==> src/rtl/hbus_pkg.sv <==
package hbus_pkg;
  typedef enum logic [1:0] {
    ST_IDLE  = 2'd0,
    ST_WAIT  = 2'd1,
    ST_READY = 2'd2
  } cycState_t;

  // strobes from control to datapath
  typedef struct packed {
    logic latchAddr;
    logic wrEn;
    logic rdEn;
  } hostStrobe_t;
endpackage

==> src/rtl/hbus_ctrl.sv <==
module hbus_ctrl
  import hbus_pkg::*;
#(
  parameter int RDY_DELAY = 2
) (
  input  logic        clk,
  input  logic        rstN,
  input  logic        aleIn,
  input  logic        csN,
  input  logic        rdN,
  input  logic        wrN,
  output hostStrobe_t strb,
  output logic        adOe,
  output logic        rdyN,
  output logic        rdyOe
);
  localparam int CNT_W = (RDY_DELAY < 2) ? 1 : $clog2(RDY_DELAY);

  logic [1:0] aleSync, csSync, rdSync, wrSync;
  logic       ale2, cs1, cs2, rd1, rd2, wr2;
  logic       valid;
  cycState_t  state;
  logic [CNT_W-1:0] waitCnt;
  logic       readActive;

  // two-stage synchronizers; strobes idle high, latch idle low
  always_ff @(posedge clk or negedge rstN) begin
    if (!rstN) begin
      aleSync <= 2'b00;
      csSync  <= 2'b11;
      rdSync  <= 2'b11;
      wrSync  <= 2'b11;
    end else begin
      aleSync <= {aleSync[0], aleIn};
      csSync  <= {csSync[0], csN};
      rdSync  <= {rdSync[0], rdN};
      wrSync  <= {wrSync[0], wrN};
    end
  end

  assign ale2 = aleSync[1];
  assign cs1  = csSync[0];
  assign cs2  = csSync[1];
  assign rd1  = rdSync[0];
  assign rd2  = rdSync[1];
  assign wr2  = wrSync[1];

  assign valid = !cs2 && (!rd2 || !wr2);

  always_comb begin
    strb           = '0;
    strb.latchAddr = ale2;
    strb.wrEn      = (state == ST_IDLE) && valid && !wr2;
    strb.rdEn      = (state == ST_IDLE) && valid && wr2;
  end

  always_ff @(posedge clk or negedge rstN) begin
    if (!rstN) begin
      state      <= ST_IDLE;
      waitCnt    <= '0;
      readActive <= 1'b0;
    end else begin
      unique case (state)
        ST_IDLE: begin
          if (valid) begin
            state   <= ST_WAIT;
            waitCnt <= CNT_W'(RDY_DELAY - 1);
          end
          if (strb.rdEn) readActive <= 1'b1;
        end
        ST_WAIT: begin
          if (waitCnt == '0) state <= ST_READY;
          else               waitCnt <= waitCnt - 1'b1;
        end
        ST_READY: begin
          if (!valid) begin
            state      <= ST_IDLE;
            readActive <= 1'b0;
          end
        end
        default: state <= ST_IDLE;
      endcase
    end
  end

  assign adOe  = readActive && !cs1 && !rd1;
  assign rdyN  = (state != ST_READY);
  assign rdyOe = !cs1;
endmodule

==> src/rtl/hbus_datapath.sv <==
module hbus_datapath
  import hbus_pkg::*;
#(
  parameter int AD_W        = 16,
  parameter int IRQ_W       = 8,
  parameter int NUM_SCRATCH = 4,
  parameter logic [AD_W-1:0] STATUS_ADDR = 16'h0010,
  parameter logic [AD_W-1:0] MASK_ADDR   = 16'h0011
) (
  input  logic             clk,
  input  logic             rstN,
  input  hostStrobe_t      strb,
  input  logic [AD_W-1:0]  adIn,
  input  logic [IRQ_W-1:0] irqSrc,
  output logic [AD_W-1:0]  adOut,
  output logic             intN,
  output logic [IRQ_W-1:0] statusBits,
  output logic [IRQ_W-1:0] maskBits
);
  logic [AD_W-1:0]  adS1, adS2;
  logic [AD_W-1:0]  addrReg;
  logic [AD_W-1:0]  scratch [NUM_SCRATCH];
  logic [AD_W-1:0]  rdMux, rdData;
  logic [IRQ_W-1:0] clrBits;

  // bus data follows the same two-stage path as the strobes
  always_ff @(posedge clk or negedge rstN) begin
    if (!rstN) begin
      adS1    <= '0;
      adS2    <= '0;
      addrReg <= '0;
    end else begin
      adS1 <= adIn;
      adS2 <= adS1;
      if (strb.latchAddr) addrReg <= adS2;
    end
  end

  for (genvar g = 0; g < NUM_SCRATCH; g++) begin : gScratch
    always_ff @(posedge clk or negedge rstN) begin
      if (!rstN)                                         scratch[g] <= '0;
      else if (strb.wrEn && (addrReg == AD_W'(g)))       scratch[g] <= adS2;
    end
  end

  assign clrBits = (strb.wrEn && (addrReg == STATUS_ADDR)) ? adS2[IRQ_W-1:0] : '0;

  always_ff @(posedge clk or negedge rstN) begin
    if (!rstN) begin
      statusBits <= '0;
      maskBits   <= '0;
    end else begin
      statusBits <= (statusBits & ~clrBits) | irqSrc;
      if (strb.wrEn && (addrReg == MASK_ADDR)) maskBits <= adS2[IRQ_W-1:0];
    end
  end

  always_comb begin
    rdMux = '0;
    for (int i = 0; i < NUM_SCRATCH; i++)
      if (addrReg == AD_W'(i)) rdMux = scratch[i];
    if (addrReg == STATUS_ADDR) rdMux[IRQ_W-1:0] = statusBits;
    if (addrReg == MASK_ADDR)   rdMux[IRQ_W-1:0] = maskBits;
  end

  always_ff @(posedge clk or negedge rstN) begin
    if (!rstN)          rdData <= '0;
    else if (strb.rdEn) rdData <= rdMux;
  end

  assign adOut = rdData;
  assign intN  = ~|(statusBits & maskBits);
endmodule

==> src/rtl/hbus_slave.sv <==
module hbus_slave
  import hbus_pkg::*;
#(
  parameter int AD_W        = 16,
  parameter int IRQ_W       = 8,
  parameter int NUM_SCRATCH = 4,
  parameter int RDY_DELAY   = 2
) (
  input  logic             clk,
  input  logic             rstN,
  input  logic [AD_W-1:0]  adIn,
  output logic [AD_W-1:0]  adOut,
  output logic             adOe,
  input  logic             aleIn,
  input  logic             csN,
  input  logic             rdN,
  input  logic             wrN,
  output logic             rdyN,
  output logic             rdyOe,
  output logic             intN,
  input  logic [IRQ_W-1:0] irqSrc
);
  hostStrobe_t      strb;
  logic [IRQ_W-1:0] statusBits, maskBits;

  hbus_ctrl #(.RDY_DELAY(RDY_DELAY)) u_ctrl (
    .clk(clk), .rstN(rstN), .aleIn(aleIn), .csN(csN), .rdN(rdN), .wrN(wrN),
    .strb(strb), .adOe(adOe), .rdyN(rdyN), .rdyOe(rdyOe)
  );

  hbus_datapath #(
    .AD_W(AD_W), .IRQ_W(IRQ_W), .NUM_SCRATCH(NUM_SCRATCH)
  ) u_dp (
    .clk(clk), .rstN(rstN), .strb(strb), .adIn(adIn), .irqSrc(irqSrc),
    .adOut(adOut), .intN(intN), .statusBits(statusBits), .maskBits(maskBits)
  );
endmodule

==> config.mk <==
export PLATFORM = sky130hd
export DESIGN_NAME = hbus_slave
export DESIGN_NICKNAME = d
export VERILOG_FILES = /design/src/rtl/hbus_pkg.sv /design/src/rtl/hbus_ctrl.sv /design/src/rtl/hbus_datapath.sv /design/src/rtl/hbus_slave.sv
export SDC_FILE = /design/constraint.sdc
export NUM_CORES = 1
export LEC_CHECK = 0
export BUFFER_PORTS_ARGS = -buffer_cell sky130_fd_sc_hd__buf_4
export CAP_MARGIN = 20
export CORE_MARGIN = 3
export CORE_UTILIZATION = 55
export DETAILED_ROUTE_END_ITERATION = 16
export HOLD_SLACK_MARGIN = 0.03
export PLACE_DENSITY = 0.74
export SLEW_MARGIN = 0
export SYNTH_ARGS = -nofsm -noshare
export SYNTH_HDL_FRONTEND = slang
export SYNTH_SLANG_ARGS = --single-unit
==> constraint.sdc <==
create_clock -name clk -period 3.6 [get_ports clk]
set_input_delay 0.72 -clock clk [delete_from_list [all_inputs] [get_ports clk]]
set_output_delay 0.72 -clock clk [all_outputs]
set_load 0.03 [all_outputs]
# Word level (Yosys, flattened, before mapping)
# Index checks and enable logic that the tools add are counted.
[classes]
n_reduce_logical = 27
n_eq_ne = 12
muxes = 17
bitwise = 4
add_sub_neg = 1
[op_table]
columns = ["op", "n"]
rows = [
  ["2-to-1 mux 16 bit", 4],
  ["== test 16 x 2 -> 1 bit (second input constant)", 2],
  ["== test 16 x 5 -> 1 bit (second input constant)", 2],
  ["2-to-1 mux 8 bit", 3],
  ["bitwise AND 8 bit", 2],
  ["== test 16 x 1 -> 1 bit (second input constant)", 1],
  ["logical NOT 16 bit", 1],
  ["logical AND 1 bit", 12],
  ["!= test 2 bit (second input constant)", 4],
  ["inverter 8 bit", 1],
  ["bitwise OR 8 bit", 1],
  ["OR reduction 8 bit", 1],
  ["logical NOT 1 bit", 6],
  ["2-to-1 mux 2 bit", 3],
  ["case mux 2 bit (3 select lines)", 1],
  ["AND reduction 3 bit", 2],
  ["2-to-1 mux 1 bit", 4],
  ["case mux 1 bit (2 select lines)", 2],
  ["nonzero test 2 bit", 2],
  ["== test 2 x 1 -> 1 bit (second input constant)", 1],
  ["== test 2 bit (second input constant)", 1],
  ["logical NOT 2 bit", 1],
  ["!= test 2 x 1 -> 1 bit (second input constant)", 1],
  ["AND reduction 2 bit", 1],
  ["other kinds (2)", 2],
]
[word_totals]
inputBits = 30
elab_cells = 78
output_inout_bits = 20
reg_bits = 156

# Longest topological paths before layout
# Gate-level depths: netlist of run 1.
[depth]
ltp_word = 10
ltp_mapped = 7
mapped_depth_nobuf = 4

# Modules after synthesis
# From an unflattened synthesis of run 1, not the netlist that was laid out.
[hier_totals]
cells_unflattened = 429
hier_area_um2 = 6312.3
[modules_own_cells]
columns = ["module", "n_inst", "area_each_um2", "cells_each"]
rows = [
  ["hbus_datapath", 1, 5871.9, 397],
  ["hbus_ctrl", 1, 440.4, 32],
]

# Least setup slack after synthesis of run 1
# OpenSTA, ideal clock, no wires.
[synth_timing]
path_type = "register -> register"
from = "register u_dp.addrReg[7]"
to = "register u_dp.scratch[38] (netlist bit)"
stages_incl_launch_ff = 7
setup_ns = 0.125
required_ns = 3.475
t_arrival_ns = 2.473
path_slack_ns = 1.002
cell_sequence = "dfrtp_1 -> or4_4 -> or4_4 -> or4_4 -> buf_6 -> buf_8 -> mux2_4"
[synth_between]
elab_chain_len = 2
[synth_rtl]
columns = ["element", "line_no", "source"]
rows = [
  ["start, declared", "hbus_datapath.sv:21", "logic [AD_W-1:0] addrReg;"],
  ["start signal, assigned", "hbus_datapath.sv:35", "if (strb.latchAddr) addrReg <= adS2;"],
  ["== test 16 x 1 -> 1 bit", "hbus_datapath.sv:42", "else if (strb.wrEn && (addrReg == AD_W'(g))) scratch[g] <= adS2;"],
  ["logical AND 1 bit", "hbus_datapath.sv:42", ""],
  ["end signal, assigned by index", "hbus_datapath.sv:42", ""],
  ["end, declared", "hbus_datapath.sv:22", "logic [AD_W-1:0] scratch [NUM_SCRATCH];"],
]
# Every way passes these cells.
# A chain may end at the register's enable or synchronous reset.

# Final worst setup path of run 1
[layout_timing]
from = "register u_dp.addrReg[7]"
to = "register u_dp.scratch[8] (netlist bit)"
[layout_between]
elab_chain_len = 2
[layout_rtl]
columns = ["element", "line_no"]
rows = [
  ["== test 16 x 2 -> 1 bit", "hbus_datapath.sv:42"],
  ["logical AND 1 bit", "hbus_datapath.sv:42"],
]
# Every way passes these cells.

==> results of run 1 <==
==> metal layers <==
layer	global-route usage [%]	part of all wire, %	up-vias
li1	-	-	1661
met4	8.333	1.7	0
met3	5.337	5.9	15
met1	29.30	44	1947
met2	34.41	49	104
met5	0	0	-
==> final cells by class <==
type                       count  share of cell area (%)
sequential                   156                   52.89
multi-input combinational    244                   29.93
clock buffer                  22                   6.548
timing repair buffer          60                   6.311
tap                          140                   2.369
clock inverter                10                   1.844
inverter                       2                  0.1015
==> worst max-delay path, stage by stage, from the launching register on <==
cell	delay (ns)
dfrtp_1	0.39
or4_4	0.55
or4_4	0.58
nor4b_4	0.39
buf_4	0.31
mux2_2	0.37
==> per-stage QoR <==
| stage | utilization, % | setup WS (ns) | hold WS [ns] | cells | power [uW] |
|---|---|---|---|---|---|
| 2_1_floorplan | - | 1.002 | 0.3312 | 423 | 2124 |
| 3_3_place_gp | 61.68 | 0.9388 | 0.3320 | 602 | 2280 |
| 3_5_place_dp | 61.68 | 0.8977 | 0.3347 | 602 | 2291 |
| 4_1_cts | 67.33 | 0.8774 | 0.2845 | 634 | 4130 |
| 5_1_grt | 67.33 | 0.7833 | 0.3012 | 634 | 4249 |
| 6_report | 67.33 | 0.8899 | 0.2664 | 634 | 4095 |
==> worst min path at each step <==
stage,from,cells after the start,to
finish,rstN,1,u_dp.maskBits[2]
global route,rstN,1,u_dp.adOut[2]
CTS,rstN,1,u_dp.maskBits[3]
detailed placement,u_dp.adS1[12],0,u_dp.adS2[12]
global placement,u_dp.adS1[0],0,u_dp.adS2[0]
floorplan,u_ctrl.aleSync[0],0,u_ctrl.aleSync[1]
==> sequential cells by signal, indices dropped and copies added, names as in the netlist, 8 cells and up <==
register / flops
u_dp.adS2: 16
u_dp.adS1: 16
u_dp.adOut: 16
u_dp.addrReg: 16
u_dp.scratch: 64
u_dp.statusBits: 8
u_dp.maskBits: 8
==> cells by family after synthesis <==
family,Yosys count,share of synthesized area (%)
flip-flops,156,62.68
multiplexers,109,22.16
AND/OR/NAND/NOR,87,8.442
AO/OA/AOI/OAI,48,4.873
buffers and inverters,23,1.845
==> synthesized netlist by cell type, types with 2 or more instances <==
cell type  number  share of area, %
dfrtp_1       150                60
mux2_2         83                15
nand2_1        21               1.3
o21ai_0        21               1.7
nand3_1        14               1.1
mux4_2         11               4.0
clkbuf_1       10              0.60
mux2_4         10               2.4
nand3b_1        9               1.1
a21o_1          8              0.96
dfstp_2         6               2.5
nor3_1          6              0.48
a32oi_1         5              0.70
buf_1           5              0.30
mux2i_1         5              0.80
nand2b_1        5              0.50
nor2_1          5              0.30
a21oi_1         4              0.32
a22oi_1         4              0.48
nand4_1         4              0.40
nor4_1          4              0.40
a31oi_1         3              0.30
o32ai_1         3              0.42
or4_4           3              0.54
and3_1          2              0.20
and4_1          2              0.28
buf_2           2              0.16
buf_4           2              0.24
inv_1           2              0.12
nor2b_1         2              0.20
nor4b_1         2              0.28
==> power breakdown <==
part	total, uW	internal, uW	leakage, uW	switching, uW
logic	329	139	0.00116	190
clock network	1840	1160	0.000310	673
registers	1930	1840	0.00199	92.7
==> impl_metrics.tcl, run 1 <==
set metrics [dict create \
    timing.setup.tns_ns 0 \
    period_share_pct 75.28 \
    regArea_mm2 0.003911 \
    critical_path.startpoint "u_dp.addrReg[7]" \
    core_mm2 0.01098 \
    maxCapViolations 0 \
    placed_cell_area_mm2 0.006774 \
    clock_skew_ns 0.006899 \
    postSynthCellCount 423 \
    dr_total_vias 3727 \
    postCtsSetupBuffers 0 \
    cts_max_level 4 \
    period_minus_slack_ns 2.710 \
    p_leak_uw 0.003460 \
    antenna_found_initial 0 \
    required_ns 3.90 \
    power.density_mw_per_mm2 553.7 \
    max-vdd-ir-drop_mv 0.5703 \
    vias_per_cell 5.879 \
    dr.pass1.iters 4 \
    grt_usage_pct 21.70 \
    cts.repair.resized 0 \
    synth_fp_nets 453 \
    final_cell_area_mm2 0.007395 \
    final_common_cell "dfrtp_1" \
    critPathKind "reg -> reg" \
    rsz0062_at_grt "false" \
    final_cell_mix "dfrtp_1 (150), mux2_2 (83), buf_4 (58)" \
    cp-start-kind "flop" \
    endpoint "u_dp.scratch[8]" \
    fmax_ghz 0.3690 \
    synth-edff-count 0 \
    rows 38 \
    grt_max_degree 67 \
    start_util_pct 56.81 \
    rr_endpoint "u_dp.scratch[8]" \
    nNetsFinal 511 \
    ff2ff_path_depth 5 \
    hpwl_um 8198 \
    finalHoldViolCount 0 \
    setup_viol 0 \
    post_synth_instance_area_mm2 0.006240 \
    routed_wl_um 12720 \
    worstSkewPairLatency_ns 0.42 \
    wire_per_inst_um 20.07 \
    tightest_slew_ns 0.7259 \
    remaining_drc_errors 0 \
    io_buffers 49 \
    cts_root_buffer "clkbuf_16" \
    ys_seq_elements 156 \
    status "completed" \
    clk_pin_slew_ns 0.06 \
    synthFlopType "dfrtp_1" \
    seq_area_frac_synth_pct 62.68 \
    gp_congestion 0.8191 \
    path_max_fanout 11 \
    num_io_pins 50 \
    grt_pass1_vias 3961 \
    n_fill_cell 761 \
    dieWidth_um 112.5 \
    ant_nets 0 \
    synthToLayoutAreaGrowth_pct 18.51 \
    cts_buffer_depth 2 \
    grt_pass1_wl_um 20980 \
    die_area_mm2 0.01266 \
    cts_tree "yes" \
    drt_first_iter_violations 298 \
    die_y_um 112.5 \
    rrSetupSlack_ns 0.89 \
    synth_warnings 0 \
    clock-sinks 156 \
    antenna_cells 0 \
    grt_overflow_total 0 \
    cts_buffers 17 \
    worstSetupEndpointType "flop" \
    relSlewSlack_pct 51.61 \
    multiInputGateArea_mm2 0.002213 \
    avgSynthCellArea_um2 14.75 \
    layout-drive-gt1-share_pct 42.31 \
    ys_async_sr_fraction_pct 100.0 \
    r2r_start "u_dp.addrReg[7]" \
    arrival_ns 3.01 \
    synth_cell_types 41 \
    min_path_type "in -> async" \
    ctsHoldBuffers 0 \
    slew_violations 0 \
]
(Power assumes the default switching activity.)
==> inputs of run 2 (changes only) <==
clock period = 2.5 ns   (was 3.6 ns; I/O delays follow)
==> run 2 against run 1 <==
  * Sequential power up 42%
  * Utilization up 0.75 points
  * Cell count is 1.4% higher
  * First-iteration DRC count up 4.4%
  * Fmax rose by 9.6%
  * Critical path type unchanged
==> impl_metrics.tcl, run 2 (synthesized netlist as in run 1, its figures left out) <==
set metrics [dict create \
    final_cell_mix "dfrtp_1 (150), mux2_2 (83), buf_4 (68)" \
    final_cells 643 \
    clock-sinks 156 \
    utilization_pct 68.08 \
    fmax_ghz 0.4045 \
    cp-start-kind "flop" \
    cts_root_buffer "clkbuf_16" \
    cts_buffer_depth 2 \
    postCtsSetupBuffers 0 \
    rr_endpoint "u_dp.scratch[40]" \
    grt_pass1_vias 3915 \
    p_seq_share_pct 47.4 \
    wire_per_inst_um 19.71 \
    share_comb_of_total_power_pct 9.3 \
    period_minus_slack_ns 2.472 \
    regArea_mm2 0.003911 \
    layout-drive-gt1-share_pct 43.54 \
    io_buffers 49 \
    slew_violations 0 \
    maxCapViolations 0 \
    path_delay_family "simple AND/OR/NAND/NOR gates" \
    power.density_mw_per_mm2 775.5 \
    cts_tree "yes" \
    cts_buffers 17 \
    cp.depth 4 \
    arrival_ns 2.77 \
    dieWidth_um 112.5 \
    max-vdd-ir-drop_mv 0.5841 \
    final_cell_area_mm2 0.007477 \
    p_int_uw 4431 \
    dr.pass1.iters 5 \
    die_area_mm2 0.01266 \
    synthToLayoutAreaGrowth_pct 19.83 \
    worst-path-buf-inv 0 \
    antenna_cells 0 \
    cp_slowest_stage_delay_ns 0.61 \
    ctsHoldBuffers 0 \
    clkPwrFrac_pct 43.3 \
    period_share_pct 98.88 \
    setup_viol 0 \
    rrSetupSlack_ns 0.03 \
    antenna_found_initial 0 \
    final_common_cell "dfrtp_1" \
    ff2ff_path_depth 4 \
    grt_usage_pct 21.75 \
    dr_total_vias 3742 \
    r2r_start "u_dp.addrReg[7]" \
    relSlewSlack_pct 52.87 \
    cts_max_level 4 \
    status "completed" \
    grt_max_degree 69 \
    crit_chain "or4_4 -> or4_4 -> or4_4 -> mux2_4" \
    n_fill_cell 771 \
    nNetsFinal 523 \
    gp_congestion 0.7845 \
    dp.cells 614 \
    clock_skew_ns 0.006124 \
    start_util_pct 56.81 \
    endpoint "u_dp.scratch[40]" \
    crit_top_cell "or4_4" \
    hpwl_um 8417 \
    path_max_fanout 16 \
    remaining_drc_errors 0 \
    cts.repair.resized 0 \
    p_leak_uw 0.003506 \
    multiInputGateArea_mm2 0.002227 \
    routed_wl_um 12670 \
    min_path_type "in -> async" \
    tightest_slew_ns 0.7070 \
    slowest_stage "or4_4" \
    vias_per_cell 5.820 \
    largest_register "u_dp.scratch" \
    p_sw_uw 1367 \
    largest_register_ffs 64 \
    worstSkewPairLatency_ns 0.42 \
    finalHoldViolCount 0 \
    rsz0062_at_grt "true" \
    critPathKind "reg -> reg" \
    grt_overflow_total 0 \
    required_ns 2.80 \
    core_mm2 0.01098 \
    critical_path.startpoint "u_dp.addrReg[7]" \
    grt_pass1_wl_um 21090 \
    clk_pin_slew_ns 0.06 \
    placed_cell_area_mm2 0.006903 \
    drt_first_iter_violations 311 \
    ant_nets 0 \
    switching_share_pct 23.58 \
    worstSetupEndpointType "flop" \
    rows 38 \
    num_io_pins 50 \
    die_y_um 112.5 \
]
[run 2: final cells by class]
| class | instances | area share (%) |
|---|---|---|
| Timing Repair Buffer | 72 | 7.781 |
| Clock inverter | 7 | 1.205 |
| Inverter | 2 | 0.1004 |
| Multi-Input combinational cell | 244 | 29.79 |
| Clock buffer | 22 | 6.476 |
| Sequential cell | 156 | 52.31 |
| Tap cell | 140 | 2.343 |
[run 2: worst min-delay path by stage]
stage | from | endpoint | cells past startpoint
4_1_cts | rstN | u_dp.statusBits[3] | 1
5_1_grt | rstN | u_dp.statusBits[2] | 1
3_5_place_dp | u_dp.adS1[5] | u_dp.adS2[5] | 0
2_1_floorplan | rstN | u_ctrl.aleSync[0] | 0
3_3_place_gp | u_dp.adS1[4] | u_dp.adS2[4] | 0
6_report | rstN | u_dp.statusBits[3] | 1
[run 2: power groups by stage]
stage | Combinational [uW] | Sequential [uW] | Clock (uW)
2_1_floorplan | 268 | 2800 | 0
6_report | 540 | 2750 | 2510
3_3_place_gp | 531 | 2790 | 0
3_5_place_dp | 545 | 2790 | 0
5_1_grt | 591 | 2760 | 2650
4_1_cts | 546 | 2750 | 2550
[run 2: through the flow]
stage / setup slack (ns) / hold slack [ns] / setup TNS, ns / total power, uW
6_report: 0.02806 / 0.06844 / 0 / 5798
2_1_floorplan: 0.004311 / 0.2044 / 0 / 3071
4_1_cts: 0.03193 / 0.1011 / 0 / 5841
3_5_place_dp: 0.03914 / 0.3355 / 0 / 3337
3_3_place_gp: 0.07092 / 0.3317 / 0 / 3317
5_1_grt: -0.009115 / 0.1252 / -0.02521 / 6010
[run 2: layer usage]
| layer | GRT usage [%] | wire length (um) |
|---|---|---|
| met1 | 29.98 | 5640 |
| met2 | 33.45 | 6239 |
| met3 | 5.768 | 534 |
| met4 | 8.413 | 260 |
| met5 | 0 | 0 |
==> inputs of run 3 (changes only) <==
ABC_CLOCK_PERIOD_IN_PS = 2500   (was default)
CTS_BUF_LIST = sky130_fd_sc_hd__clkbuf_4   (was default)
==> run 3 against run 2 <==
  * Via count grew 1.9%
  * Sequential share of layout area up 0.80 points
  * Flip-flop and latch count did not move
  * Non-clock buffer count is 21 higher
  * Setup slack improved by 0.047 ns
  * Largest cell class unchanged
==> impl_metrics.tcl, run 3 (synthesized netlist as in run 1, its figures left out) <==
set metrics [dict create \
    path_max_fanout 8 \
    remaining_drc_errors 0 \
    cts_root_buffer "clkbuf_4" \
    cts_buffer_depth 2 \
    slowest_stage "or4_4" \
    r2r_start "u_dp.addrReg[7]" \
    drt_first_iter_violations 298 \
    largest_register "u_dp.scratch" \
    rows 38 \
    tightest_slew_ns 0.7151 \
    rrSetupSlack_ns 0.07 \
    nNetsFinal 545 \
    ant_nets 0 \
    vias_per_cell 5.734 \
    num_io_pins 50 \
    cp.depth 5 \
    layout-drive-gt1-share_pct 41.33 \
    die_area_mm2 0.01266 \
    antenna_found_initial 0 \
    synthToLayoutAreaGrowth_pct 18.03 \
    worstSetupEndpointType "flop" \
    clock-sinks 156 \
    antenna_cells 0 \
    arrival_ns 2.84 \
    worstSkewPairLatency_ns 0.53 \
    worst-path-buf-inv 1 \
    hold_start "irqSrc[0]" \
    critPathKind "reg -> reg" \
    final_common_cell "dfrtp_1" \
    clk_pin_slew_ns 0.12 \
    crit_chain "or4_4 -> or4_4 -> nor4b_4 -> buf_4 -> mux2_2" \
    dr.pass1.iters 4 \
    maxCapViolations 0 \
    io_buffers 49 \
    dieWidth_um 112.5 \
    dr_total_vias 3813 \
    largest_register_ffs 64 \
    holdWs_ns 0.1292 \
    grt_pass1_vias 3982 \
    cts_max_level 4 \
    ff2ff_path_depth 5 \
    start_util_pct 56.81 \
    grt_overflow_total 0 \
    rsz0062_at_grt "false" \
    relSlewSlack_pct 52.33 \
    period_share_pct 97.01 \
    path_delay_family "simple AND/OR/NAND/NOR gates" \
    cts_buffers 17 \
    die_y_um 112.5 \
    grt_pass1_wl_um 21150 \
    grt_max_degree 69 \
    clock_skew_ns 0.01295 \
    required_ns 2.92 \
    slew_violations 0 \
    power.density_mw_per_mm2 637.6 \
    max-vdd-ir-drop_mv 0.7194 \
    timing.setup.tns_ns 0 \
    cp_slowest_stage_delay_ns 0.54 \
    hold_path_depth 2 \
    crit_top_cell "or4_4" \
    final_cell_mix "dfrtp_1 (150), mux2_2 (83), buf_4 (68)" \
    setup_viol 0 \
    min_path_type "in -> reg" \
    cts_tree "yes" \
    period_minus_slack_ns 2.425 \
    cp-start-kind "flop" \
    p_leak_uw 0.003446 \
    grt_usage_pct 21.71 \
    wire_per_inst_um 19.28 \
    rr_endpoint "u_dp.scratch[0]" \
    hpwl_um 8417 \
    utilization_pct 67.05 \
    core_mm2 0.01098 \
    status "completed" \
    holdPathEnd "u_dp.statusBits[0]" \
    gp_congestion 0.7845 \
    finalHoldViolCount 0 \
    routed_wl_um 12820 \
    fmax_ghz 0.4123 \
]
-- run 3: area by class of cell --
cell class | count | area, um^2
multi-input cells | 245 | 2238
inverters | 2 | 7.507
repair buffers | 93 | 792.0
clock inverters | 11 | 105.1
clock buffers | 18 | 135.1
fillers | 791 | 3618
well taps | 140 | 175.2
flip-flops and latches | 156 | 3911
-- run 3: power by group --
group / leakage [uW] / switching [uW] / internal (uW)
combinational: 0.00133 / 311 / 254
clock: 0.000129 / 814 / 569
sequential: 0.00199 / 106 / 2640
total: 0.00345 / 1230 / 3460
-- run 3: what timing repair did --
| action | CTS | global route |
|---|---|---|
| endpoints found under the setup margin | 0 | 10 |
| hold buffers | 21 | 0 |
| buffers inserted | 0 | 0 |
| hold endpoints to repair | 79 | 0 |
| gates resized for setup | 0 | 1 |
-- run 3: routing by layer --
layer,part of all wire [%],global-route usage [%],vias up,routed length [um]
met5,0,0,-,0
met4,1.4,7.292,0,180
met3,4.4,5.229,14,562
met2,50,34.37,87,6412
met1,44,29.89,1971,5665
li1,-,-,1741,-
-- run 3: how the worst max path moves through the flow --
stage	startpoint	to	slack, ns
after floorplan	u_ctrl.state[0]	u_dp.scratch[38]	0.004
after global placement	u_dp.addrReg[7]	u_dp.scratch[44]	0.07
after detailed placement	u_dp.addrReg[7]	u_dp.scratch[44]	0.04
after CTS	u_dp.addrReg[7]	u_dp.scratch[40]	0.02
after global routing	u_dp.addrReg[7]	u_dp.scratch[0]	0.006
final	u_dp.addrReg[7]	u_dp.scratch[0]	0.07
-- run 3: metrics by stage --
stage	instances	setup slack (ns)	area, um^2	total power (uW)
final	665	0.07475	7365	4696
after global routing	665	0.006342	7365	4916
after CTS	664	0.02355	7353	4739
after detailed placement	614	0.03914	6903	3337
after global placement	614	0.07092	6903	3317
after floorplan	423	0.004311	6255	3071
